[src/rtl/cfg_boot_writer_pkg.sv]
package cfg_boot_writer_pkg;

  // Sequencer phases
  typedef enum logic [1:0] {
    ST_HOLD  = 2'd0,
    ST_GAP   = 2'd1,
    ST_SHIFT = 2'd2,
    ST_DONE  = 2'd3
  } bw_state_e;

  // Device code width plus the read/write bit
  localparam int SEL_W    = 3;
  localparam int PREFIX_W = SEL_W + 1;
  localparam int NDEV     = 3;

  function automatic int imax(input int a, input int b);
    return (a > b) ? a : b;
  endfunction

endpackage

[src/rtl/cfg_boot_writer_timer.sv]
module cfg_boot_writer_timer #(
  parameter int CLK_DIV = 4
) (
  input  logic clk,
  input  logic rst,
  input  logic run,
  output logic phase_hi,
  output logic bit_end
);
  localparam int CNT_W = $clog2(CLK_DIV);
  localparam int HALF  = CLK_DIV / 2;

  logic [CNT_W-1:0] cnt;

  always_ff @(posedge clk) begin
    if (rst || !run) begin
      cnt <= '0;
    end else if (cnt == CNT_W'(CLK_DIV - 1)) begin
      cnt <= '0;
    end else begin
      cnt <= cnt + 1'b1;
    end
  end

  assign phase_hi = run && (cnt >= CNT_W'(HALF));
  assign bit_end  = run && (cnt == CNT_W'(CLK_DIV - 1));

endmodule

[src/rtl/cfg_boot_writer_frame.sv]
module cfg_boot_writer_frame
  import cfg_boot_writer_pkg::*;
#(
  parameter int AFE_AW   = 3,
  parameter int TG_AW    = 4,
  parameter int AFE_NREG = 4,
  parameter int TG_NREG  = 11,
  parameter int AFE_DW   = 12,
  parameter int TG_DW    = 16,
  parameter logic [AFE_NREG*AFE_DW-1:0] AFE0_INIT = '0,
  parameter logic [AFE_NREG*AFE_DW-1:0] AFE1_INIT = '0,
  parameter logic [TG_NREG*TG_DW-1:0]   TG_INIT   = '0,
  parameter int FIDX_W   = 5,
  parameter int FR_W     = 24,
  parameter int LEN_W    = 5
) (
  input  logic [FIDX_W-1:0] frame_idx,
  output logic [FR_W-1:0]   frame_bits,
  output logic [LEN_W-1:0]  frame_len,
  output logic [1:0]        dev_sel
);
  // Header lengths differ: the front ends carry a trailing test bit
  localparam int AFE_HDR = PREFIX_W + AFE_AW + 1;
  localparam int TG_HDR  = PREFIX_W + TG_AW;

  always_comb begin
    int fi;
    int ri;
    logic [SEL_W-1:0] code;
    fi = int'(frame_idx);
    frame_bits = '0;
    frame_len  = '0;
    if (fi < AFE_NREG) begin
      dev_sel = 2'd0;
      ri      = fi;
    end else if (fi < 2 * AFE_NREG) begin
      dev_sel = 2'd1;
      ri      = fi - AFE_NREG;
    end else begin
      dev_sel = 2'd2;
      ri      = fi - 2 * AFE_NREG;
    end
    code = SEL_W'(dev_sel) + 1'b1;
    // Device code goes out most significant bit first, then read/write low
    for (int k = 0; k < SEL_W; k++) begin
      frame_bits[k] = code[SEL_W-1-k];
    end
    frame_bits[SEL_W] = 1'b0;
    if (dev_sel != 2'd2) begin
      for (int i = 0; i < AFE_AW; i++) begin
        frame_bits[PREFIX_W+i] = ri[i];
      end
      frame_bits[PREFIX_W+AFE_AW] = 1'b0;
      if (ri < AFE_NREG) begin
        for (int j = 0; j < AFE_DW; j++) begin
          frame_bits[AFE_HDR+j] = (dev_sel == 2'd0) ? AFE0_INIT[ri*AFE_DW+j]
                                                    : AFE1_INIT[ri*AFE_DW+j];
        end
      end
      frame_len = LEN_W'(AFE_HDR + AFE_DW);
    end else begin
      for (int i = 0; i < TG_AW; i++) begin
        frame_bits[PREFIX_W+i] = ri[i];
      end
      if (ri < TG_NREG) begin
        for (int j = 0; j < TG_DW; j++) begin
          frame_bits[TG_HDR+j] = TG_INIT[ri*TG_DW+j];
        end
      end
      frame_len = LEN_W'(TG_HDR + TG_DW);
    end
  end

endmodule

[src/rtl/cfg_boot_writer_seq.sv]
module cfg_boot_writer_seq
  import cfg_boot_writer_pkg::*;
#(
  parameter int NFRAMES = 19,
  parameter int FIDX_W  = 5,
  parameter int FR_W    = 24,
  parameter int LEN_W   = 5
) (
  input  logic              clk,
  input  logic              rst,
  input  logic              abort,
  input  logic              bit_end,
  input  logic              phase_hi,
  input  logic [FR_W-1:0]   frame_bits,
  input  logic [LEN_W-1:0]  frame_len,
  input  logic [1:0]        dev_sel,
  output bw_state_e         state,
  output logic [FIDX_W-1:0] frame_idx,
  output logic [NDEV-1:0]   seq_load_n,
  output logic              seq_sclk,
  output logic              seq_sdata
);
  logic [LEN_W-1:0] bit_idx;

  always_ff @(posedge clk) begin
    if (rst || abort) begin
      state     <= ST_HOLD;
      frame_idx <= '0;
      bit_idx   <= '0;
    end else begin
      case (state)
        ST_HOLD: state <= ST_GAP;
        ST_GAP: begin
          if (bit_end) begin
            bit_idx <= '0;
            state   <= (frame_idx == FIDX_W'(NFRAMES)) ? ST_DONE : ST_SHIFT;
          end
        end
        ST_SHIFT: begin
          if (bit_end) begin
            if (bit_idx == frame_len - 1'b1) begin
              bit_idx   <= '0;
              frame_idx <= frame_idx + 1'b1;
              state     <= ST_GAP;
            end else begin
              bit_idx <= bit_idx + 1'b1;
            end
          end
        end
        default: state <= ST_DONE;
      endcase
    end
  end

  always_comb begin
    seq_load_n = '1;
    if (state == ST_SHIFT) begin
      case (dev_sel)
        2'd0:    seq_load_n[0] = 1'b0;
        2'd1:    seq_load_n[1] = 1'b0;
        default: seq_load_n[2] = 1'b0;
      endcase
    end
  end

  assign seq_sclk  = (state == ST_SHIFT) && phase_hi;
  assign seq_sdata = (state == ST_SHIFT) ? frame_bits[bit_idx] : 1'b0;

endmodule

[src/rtl/cfg_boot_writer_mux.sv]
module cfg_boot_writer_mux
  import cfg_boot_writer_pkg::*;
(
  input  logic            clk,
  input  logic            rst,
  input  logic            own_ext,
  input  logic [NDEV-1:0] seq_load_n,
  input  logic            seq_sclk,
  input  logic            seq_sdata,
  input  logic [NDEV-1:0] ext_load_n,
  input  logic            ext_sclk,
  input  logic            ext_sdata,
  output logic [NDEV-1:0] load_n_q,
  output logic            sclk_q,
  output logic            sdata_q,
  output logic            done_q
);
  always_ff @(posedge clk) begin
    if (rst) begin
      load_n_q <= '1;
      sclk_q   <= 1'b0;
      sdata_q  <= 1'b0;
      done_q   <= 1'b0;
    end else if (own_ext) begin
      load_n_q <= ext_load_n;
      sclk_q   <= ext_sclk;
      sdata_q  <= ext_sdata;
      done_q   <= 1'b1;
    end else begin
      load_n_q <= seq_load_n;
      sclk_q   <= seq_sclk;
      sdata_q  <= seq_sdata;
      done_q   <= 1'b0;
    end
  end

endmodule

[src/rtl/cfg_boot_writer.sv]
module cfg_boot_writer
  import cfg_boot_writer_pkg::*;
#(
  parameter int CLK_DIV  = 4,
  parameter int AFE_AW   = 3,
  parameter int TG_AW    = 4,
  parameter int AFE_NREG = 4,
  parameter int TG_NREG  = 11,
  parameter int AFE_DW   = 12,
  parameter int TG_DW    = 16,
  parameter logic [AFE_NREG*AFE_DW-1:0] AFE0_INIT = '0,
  parameter logic [AFE_NREG*AFE_DW-1:0] AFE1_INIT = '0,
  parameter logic [TG_NREG*TG_DW-1:0]   TG_INIT   = '0
) (
  input  logic       clk,
  input  logic       rst,
  input  logic       board_rst,
  input  logic [2:0] ext_load_n,
  input  logic       ext_sclk,
  input  logic       ext_sdata,
  output logic [2:0] dev_load_n,
  output logic       ser_clk,
  output logic       ser_data,
  output logic       done
);
  localparam int NFRAMES = 2 * AFE_NREG + TG_NREG;
  localparam int FIDX_W  = $clog2(NFRAMES + 1);
  localparam int AFE_FR  = PREFIX_W + AFE_AW + 1 + AFE_DW;
  localparam int TG_FR   = PREFIX_W + TG_AW + TG_DW;
  localparam int FR_W    = imax(AFE_FR, TG_FR);
  localparam int LEN_W   = $clog2(FR_W + 1);

  logic              restart;
  bw_state_e         state;
  logic              phase_hi;
  logic              bit_end;
  logic [FIDX_W-1:0] frame_idx;
  logic [FR_W-1:0]   frame_bits;
  logic [LEN_W-1:0]  frame_len;
  logic [1:0]        dev_sel;
  logic [NDEV-1:0]   seq_load_n;
  logic              seq_sclk;
  logic              seq_sdata;

  assign restart = rst || board_rst;

  cfg_boot_writer_timer #(
    .CLK_DIV(CLK_DIV)
  ) u_timer (
    .clk     (clk),
    .rst     (restart),
    .run     ((state == ST_GAP) || (state == ST_SHIFT)),
    .phase_hi(phase_hi),
    .bit_end (bit_end)
  );

  cfg_boot_writer_frame #(
    .AFE_AW   (AFE_AW),
    .TG_AW    (TG_AW),
    .AFE_NREG (AFE_NREG),
    .TG_NREG  (TG_NREG),
    .AFE_DW   (AFE_DW),
    .TG_DW    (TG_DW),
    .AFE0_INIT(AFE0_INIT),
    .AFE1_INIT(AFE1_INIT),
    .TG_INIT  (TG_INIT),
    .FIDX_W   (FIDX_W),
    .FR_W     (FR_W),
    .LEN_W    (LEN_W)
  ) u_frame (
    .frame_idx (frame_idx),
    .frame_bits(frame_bits),
    .frame_len (frame_len),
    .dev_sel   (dev_sel)
  );

  cfg_boot_writer_seq #(
    .NFRAMES(NFRAMES),
    .FIDX_W (FIDX_W),
    .FR_W   (FR_W),
    .LEN_W  (LEN_W)
  ) u_seq (
    .clk       (clk),
    .rst       (rst),
    .abort     (board_rst),
    .bit_end   (bit_end),
    .phase_hi  (phase_hi),
    .frame_bits(frame_bits),
    .frame_len (frame_len),
    .dev_sel   (dev_sel),
    .state     (state),
    .frame_idx (frame_idx),
    .seq_load_n(seq_load_n),
    .seq_sclk  (seq_sclk),
    .seq_sdata (seq_sdata)
  );

  cfg_boot_writer_mux u_mux (
    .clk       (clk),
    .rst       (restart),
    .own_ext   (state == ST_DONE),
    .seq_load_n(seq_load_n),
    .seq_sclk  (seq_sclk),
    .seq_sdata (seq_sdata),
    .ext_load_n(ext_load_n),
    .ext_sclk  (ext_sclk),
    .ext_sdata (ext_sdata),
    .load_n_q  (dev_load_n),
    .sclk_q    (ser_clk),
    .sdata_q   (ser_data),
    .done_q    (done)
  );

endmodule

[config.mk]
export PLATFORM = sky130hd
export DESIGN_NAME = cfg_boot_writer
export DESIGN_NICKNAME = d
export VERILOG_FILES = /design/src/rtl/cfg_boot_writer_pkg.sv /design/src/rtl/cfg_boot_writer_timer.sv /design/src/rtl/cfg_boot_writer_frame.sv /design/src/rtl/cfg_boot_writer_seq.sv /design/src/rtl/cfg_boot_writer_mux.sv /design/src/rtl/cfg_boot_writer.sv
export SDC_FILE = /design/constraint.sdc
export NUM_CORES = 1
export LEC_CHECK = 0
export BUFFER_PORTS_ARGS = -buffer_cell sky130_fd_sc_hd__buf_4
export CAP_MARGIN = 20
export CORE_UTILIZATION = 46
export CTS_BUF_LIST = sky130_fd_sc_hd__clkbuf_8
export CTS_CLUSTER_DIAMETER = 120
export DETAILED_ROUTE_END_ITERATION = 16
export PLACE_DENSITY_LB_ADDON = 0.12
export SYNTH_ARGS = -nofsm -noshare
export SYNTH_HDL_FRONTEND = slang
export SYNTH_SLANG_ARGS = --single-unit
[constraint.sdc]
create_clock -name clk -period 2.4 [get_ports clk]
set_clock_uncertainty 0.15 [all_clocks]
set_input_delay 0.24 -clock clk [delete_from_list [all_inputs] [get_ports clk]]
set_output_delay 0.24 -clock clk [all_outputs]
set_load 0.01 [all_outputs]
==> reports/metrics.yaml, run 1 <==
vias: 936
cp-end-kind: "flip-flop"
hpwl_mm: 1.67
grtUsageTotal: 0.206
drtIter0Drc: 17
fin_tns_setup_ns: 0
irDropWorstVdd_mv: 0.479
fin_cells: 168
clockBufferDepth: 2
synth-edff-count: 0
yosys_register_bits: 20
finalSetupViolCount: 0
synthCells: 129
synth_area_per_cell_um2: 8.64
synthTopCellsByArea: "dfxtp_1 (36%), ha_1 (9.0%), nand2_1 (4.4%), o21ai_0 (4.0%), mux2i_1 (3.6%)"
cts_max_level: 1
n_antenna_cell: 0
cts_setup_buffers: 0
dieArea_um2: 2620
cts.sinks: 20
grt_max_degree: 12
fin_nets: 157
avgRoutedWirePerCell_um: 13.7
critPathMaxStageDelay_ns: 0.49
worstSetupStartpointType: "flip-flop"
slew_viol_final: 0
placed_cell_area_um2: 1220
die_y_um: 51.2
worstSetupPathType: "flip-flop to flip-flop"
max-slew-margin-rel: 0.714
io_buffers: 13
switching_share: 0.218
synth_warnings: 0
fmax_mhz: 492
core_um2: 2250
rsz0062_at_grt: "false"
drive_gt1_frac: 0.171
netSwitchingPower_uw: 140
cp.required_ns: 2.44
hold_viol: 0
status: "finished clean"
syn-cell-area_um2: 1110
min_period_ns: 2.03
synth_nets: 145
start_util: 0.494
cts_tree: "built"
postCtsResizedCells: 0
cp_num_buf_inv: 1
drv_cap: 0
drc: 0
p_leak_nw: 0.479
final_area_um2: 1270
rows: 17
hold_buffers: 0
crit_chain: "inv_1, ha_1, and3_1, o211ai_2, or4_1, a21oi_1"
nFillCells: 227
yosysTopAreaCell: "dfxtp_1"
path_clk_slew_ns: 0.07
grt_pass1_vias: 885
p_per_area_nw_per_um2: 506
slowest_stage: "or4_1"
insertion_delay_ns: 0.26
via_per_inst: 5.57
async_flop_share: 0
die_width_um: 51.2
ios: 14
pwr-share-comb: 0.074
synth_top_area_share: 0.359
synthToLayoutAreaGrowth_pct: 14.0
numPlacedInstances: 164
grt_pass1_wl_mm: 4.05
postRouteAntennaNets: 0
grt-ovfl-total: 0
hp-class: "input pin to flip-flop"
firstDrtPassIters: 4
crit_family: "simple AND/OR/NAND/NOR gates"
dominantRegCellSynth: "dfxtp_1"
arrival_ns: 2.07
ys_seq_area_frac: 0.359
clock-root-buffer: "clkbuf_8"
finalCritPeriodShare: 0.847
yosys.cell_types.count: 40
cts_made_buffers: 3
p_int_uw: 503
antenna_found_initial: 0
routed_wl_mm: 2.30
gp_congestion: 0.775
r2r_slack_ns: 0.37
p_seq_frac: 0.527
path_max_fanout: 6
final_util: 0.564
p_clk_frac: 0.399
worstMarginPinSlew_ns: 0.429
[power groups by stage]
stage,registers (mW),clock network (mW),logic [mW]
6_report,0.339,0.257,0.0475
5_1_grt,0.339,0.282,0.0534
4_1_cts,0.338,0.261,0.0473
3_5_place_dp,0.346,0,0.0473
3_3_place_gp,0.346,0,0.0459
2_1_floorplan,0.346,0,0.0300
[final timing paths]
check / startpoint / end / cells past startpoint
worst max-delay path: u_seq.state[0]$_SDFFE_PP0P_ / u_seq.frame_idx[4]$_SDFFE_PP0P_ / 6
worst max register to register: u_seq.state[0]$_SDFFE_PP0P_ / u_seq.frame_idx[4]$_SDFFE_PP0P_ / 6
worst min register to register: u_timer.cnt[0]$_SDFF_PP0_ / u_timer.cnt[0]$_SDFF_PP0_ / 1
worst min-delay path: ext_sdata / u_mux.sdata_q$_SDFF_PP0_ / 3
[synthesized netlist by cell type (2+ instances only)]
library cell / count
nand2_1: 13
a211oi_1: 5
nor2_1: 10
nor2b_1: 2
mux2i_1: 4
o21ai_0: 9
and3_1: 3
a21oi_1: 7
nand3_1: 4
o31ai_1: 3
or4_1: 2
ha_1: 8
inv_1: 4
and2_1: 2
xor2_1: 3
nor3_1: 3
xnor2_1: 2
clkbuf_1: 4
dfxtp_1: 20
[worst min-delay path: cells and delay by family]
family / cells / cell delay (ns)
buffers and inverters: 1 / 0.08
AOI/OAI and AO/OA: 1 / 0.07
and+or+nand+nor: 1 / 0.04
[per-stage QoR]
stage | total power [mW] | hold WS (ns) | setup slack [ns]
final | 0.643 | 0.0539 | 0.367
after global routing | 0.674 | 0.0739 | 0.211
after CTS | 0.647 | 0.0571 | 0.374
after detailed placement | 0.394 | 0.290 | 0.396
after global placement | 0.392 | 0.280 | 0.472
after floorplan | 0.376 | 0.198 | 0.503
[area by class of cell]
cell class / count / area (um^2) / share of cell area
Sequential cell: 20 / 400 / 0.315
Timing Repair Buffer: 14 / 105 / 0.0827
Multi-Input combinational cell: 98 / 661 / 0.520
Tap cell: 28 / 35.0 / 0.0276
Inverter: 4 / 15.0 / 0.0118
Clock buffer: 4 / 55.1 / 0.0433
[registers in the layout (all words and copies together), names as in the netlist]
register         flops
u_seq.bit_idx        5
u_mux.load_n_q       3
u_mux.sclk_q         1
u_mux.done_q         1
u_seq.state          2
u_seq.frame_idx      5
u_mux.sdata_q        1
u_timer.cnt          2
[kinds of logic (layout without fill, tap and decap cells)]
kind of cell	after synthesis	count (layout)	synth area share
AND/OR/NAND/NOR	47	47	0.219
multiplexers	5	5	0.0460
AO/OA/AOI/OAI	33	33	0.199
adder cells (fa/ha/maj)	8	8	0.0898
XOR/XNOR	5	5	0.0393
flip-flops	20	20	0.359
buffers and inverters	11	22	0.0482
[metal layers]
layer / routed length (um) / GRT usage / part of all wire / up-vias
li1: - / - / - / 483
met1: 1130 / 0.253 / 0.49 / 434
met2: 1080 / 0.362 / 0.47 / 17
met3: 74 / 0.0625 / 0.032 / 2
met4: 9 / 0.0270 / 0.0039 / 0
met5: 0 / 0 / 0 / -
[layout by cell type, fill, tap and decap left out, types with 2 or more instances in the layout]
cell and n:
and2_1 2, xor2_1 3, inv_1 4, o31ai_1 3, nor3_1 3, clkbuf_8 4, nand3_1 4, or4_1 2
xnor2_1 2, dfxtp_1 20, mux2i_1 4, o21ai_0 9, nand2_1 13, ha_1 8, nor2_1 10, a21oi_1 7
nor2b_1 2, and3_1 3, a211oi_1 5, buf_4 14
Note: power is estimated with default switching activity, not from simulation.
==> run 2, diff against run 1 <==
==> constraint.sdc (replaced) <==
create_clock -name clk -period 2.15 [get_ports clk]
set_clock_uncertainty 0.15 [all_clocks]
set_input_delay 0.215 -clock clk [delete_from_list [all_inputs] [get_ports clk]]
set_output_delay 0.215 -clock clk [all_outputs]
set_load 0.01 [all_outputs]
==> reports/metrics.yaml, run 2 (same netlist as run 1, synthesis figures left out) <==
p_seq_frac: 0.521
postRouteAntennaNets: 0
cp-end-kind: "flip-flop"
path_clk_slew_ns: 0.07
drtIter0Drc: 15
grt_pass1_vias: 911
worstMarginPinSlew_ns: 0.455
r2r-end: "u_seq.frame_idx[4]$_SDFFE_PP0P_"
fin_nets: 158
whs_ns: 0.0212
fin_tns_setup_ns: 0
clock-root-buffer: "clkbuf_8"
drive_gt1_frac: 0.191
vias: 969
placed_cell_area_um2: 1220
netSwitchingPower_uw: 160
grtUsageTotal: 0.215
cts.sinks: 20
grt_max_degree: 12
finalSetupViolCount: 0
whs_endpoint: "u_mux.load_n_q[2]$_SDFF_PP1_"
cts_made_buffers: 3
dieArea_um2: 2620
max-slew-margin-rel: 0.697
status: "finished clean"
cp.required_ns: 2.20
hold_depth: 3
final_util: 0.573
insertion_delay_ns: 0.26
slew_viol_final: 0
path_max_fanout: 6
fin_cells: 169
p_clk_frac: 0.395
postCtsResizedCells: 0
ios: 14
hold_viol: 0
p_per_area_nw_per_um2: 562
fmax_mhz: 509
grt_pass1_wl_mm: 4.04
die_width_um: 51.2
p_int_uw: 566
layout_commonest_cell: "dfxtp_1"
nFillCells: 240
antenna_found_initial: 0
pre_cts_ws_ns: 0.131
routed_wl_mm: 2.45
hpwl_mm: 1.76
reg2reg_from: "u_seq.state[1]$_SDFFE_PP0P_"
finalCritPeriodShare: 0.914
n_antenna_cell: 0
min_from: "ext_load_n[2]"
synthToLayoutAreaGrowth_pct: 15.9
min_period_ns: 1.96
reg_top3: "u_seq.bit_idx (5), u_seq.frame_idx (5), u_mux.load_n_q (3)"
hp-class: "input pin to flip-flop"
cts_tree: "built"
totalPowerFinal_uw: 726
clockBufferDepth: 2
grt-ovfl-total: 0
start_util: 0.494
firstDrtPassIters: 4
irDropWorstVdd_mv: 0.376
numPlacedInstances: 165
worstSetupPathType: "flip-flop to flip-flop"
die_y_um: 51.2
rows: 17
rsz0062_at_grt: "false"
final_cell_mix: "dfxtp_1 (19), buf_4 (15), nand2_1 (13)"
r2r_cells: 6
switching_share: 0.220
final_area_um2: 1290
cts_setup_buffers: 0
r2r_slack_ns: 0.19
p_leak_nw: 0.486
drc: 0
hold_buffers: 0
io_buffers: 13
core_um2: 2250
gp_congestion: 0.779
worstSetupStartpointType: "flip-flop"
via_per_inst: 5.73
arrival_ns: 2.01
pwr-share-comb: 0.084
final.setup.worst_slack_ns: 0.185
avgRoutedWirePerCell_um: 14.5
cts_max_level: 1
drv_cap: 0
## run 2: worst max-delay path by stage
stage | to | slack (ns) | startpoint
2_1_floorplan | u_seq.bit_idx[0]$_SDFFE_PP0P_ | 0.25 | u_seq.state[0]$_SDFFE_PP0P_
3_3_place_gp | u_seq.frame_idx[3]$_SDFFE_PP0P_ | 0.20 | u_seq.state[0]$_SDFFE_PP0P_
3_5_place_dp | u_seq.frame_idx[4]$_SDFFE_PP0P_ | 0.13 | u_seq.state[0]$_SDFFE_PP0P_
4_1_cts | u_seq.frame_idx[4]$_SDFFE_PP0P_ | 0.11 | u_seq.state[0]$_SDFFE_PP0P_
6_report | u_seq.frame_idx[4]$_SDFFE_PP0P_ | 0.19 | u_seq.state[1]$_SDFFE_PP0P_
5_1_grt | u_seq.bit_idx[0]$_SDFFE_PP0P_ | 0.03 | u_seq.state[1]$_SDFFE_PP0P_
## run 2: power by group through the flow
stage,clock (mW),combinational [mW],sequential (mW)
after floorplan,0,0.0335,0.386
after global placement,0,0.0527,0.386
after detailed placement,0,0.0547,0.387
after CTS,0.298,0.0551,0.378
after global routing,0.312,0.0658,0.379
final,0.287,0.0607,0.378
## run 2: area by class of cell
cell class / count / area (um^2) / area share
tap: 28 / 35.0 / 0.0271
clock buffer: 4 / 55.1 / 0.0426
sequential: 20 / 402 / 0.311
inverter: 4 / 15.0 / 0.0116
multi-input combinational: 98 / 673 / 0.521
timing repair buffer: 15 / 113 / 0.0871
## run 2: worst max-delay path: stages, from the launching register on
cell and delay (ns):
dfxtp_1 0.39, inv_1 0.11, ha_4 0.31, and3_1 0.19
o211ai_2 0.11, or4_1 0.48, a21oi_1 0.15
## run 2: per-layer routing
layer / vias up / global-route usage / routed length (um)
met5: - / 0 / 0
met4: 0 / 0.135 / 73
met3: 7 / 0.0357 / 97
met2: 24 / 0.342 / 1140
met1: 453 / 0.266 / 1140
li1: 485 / - / -
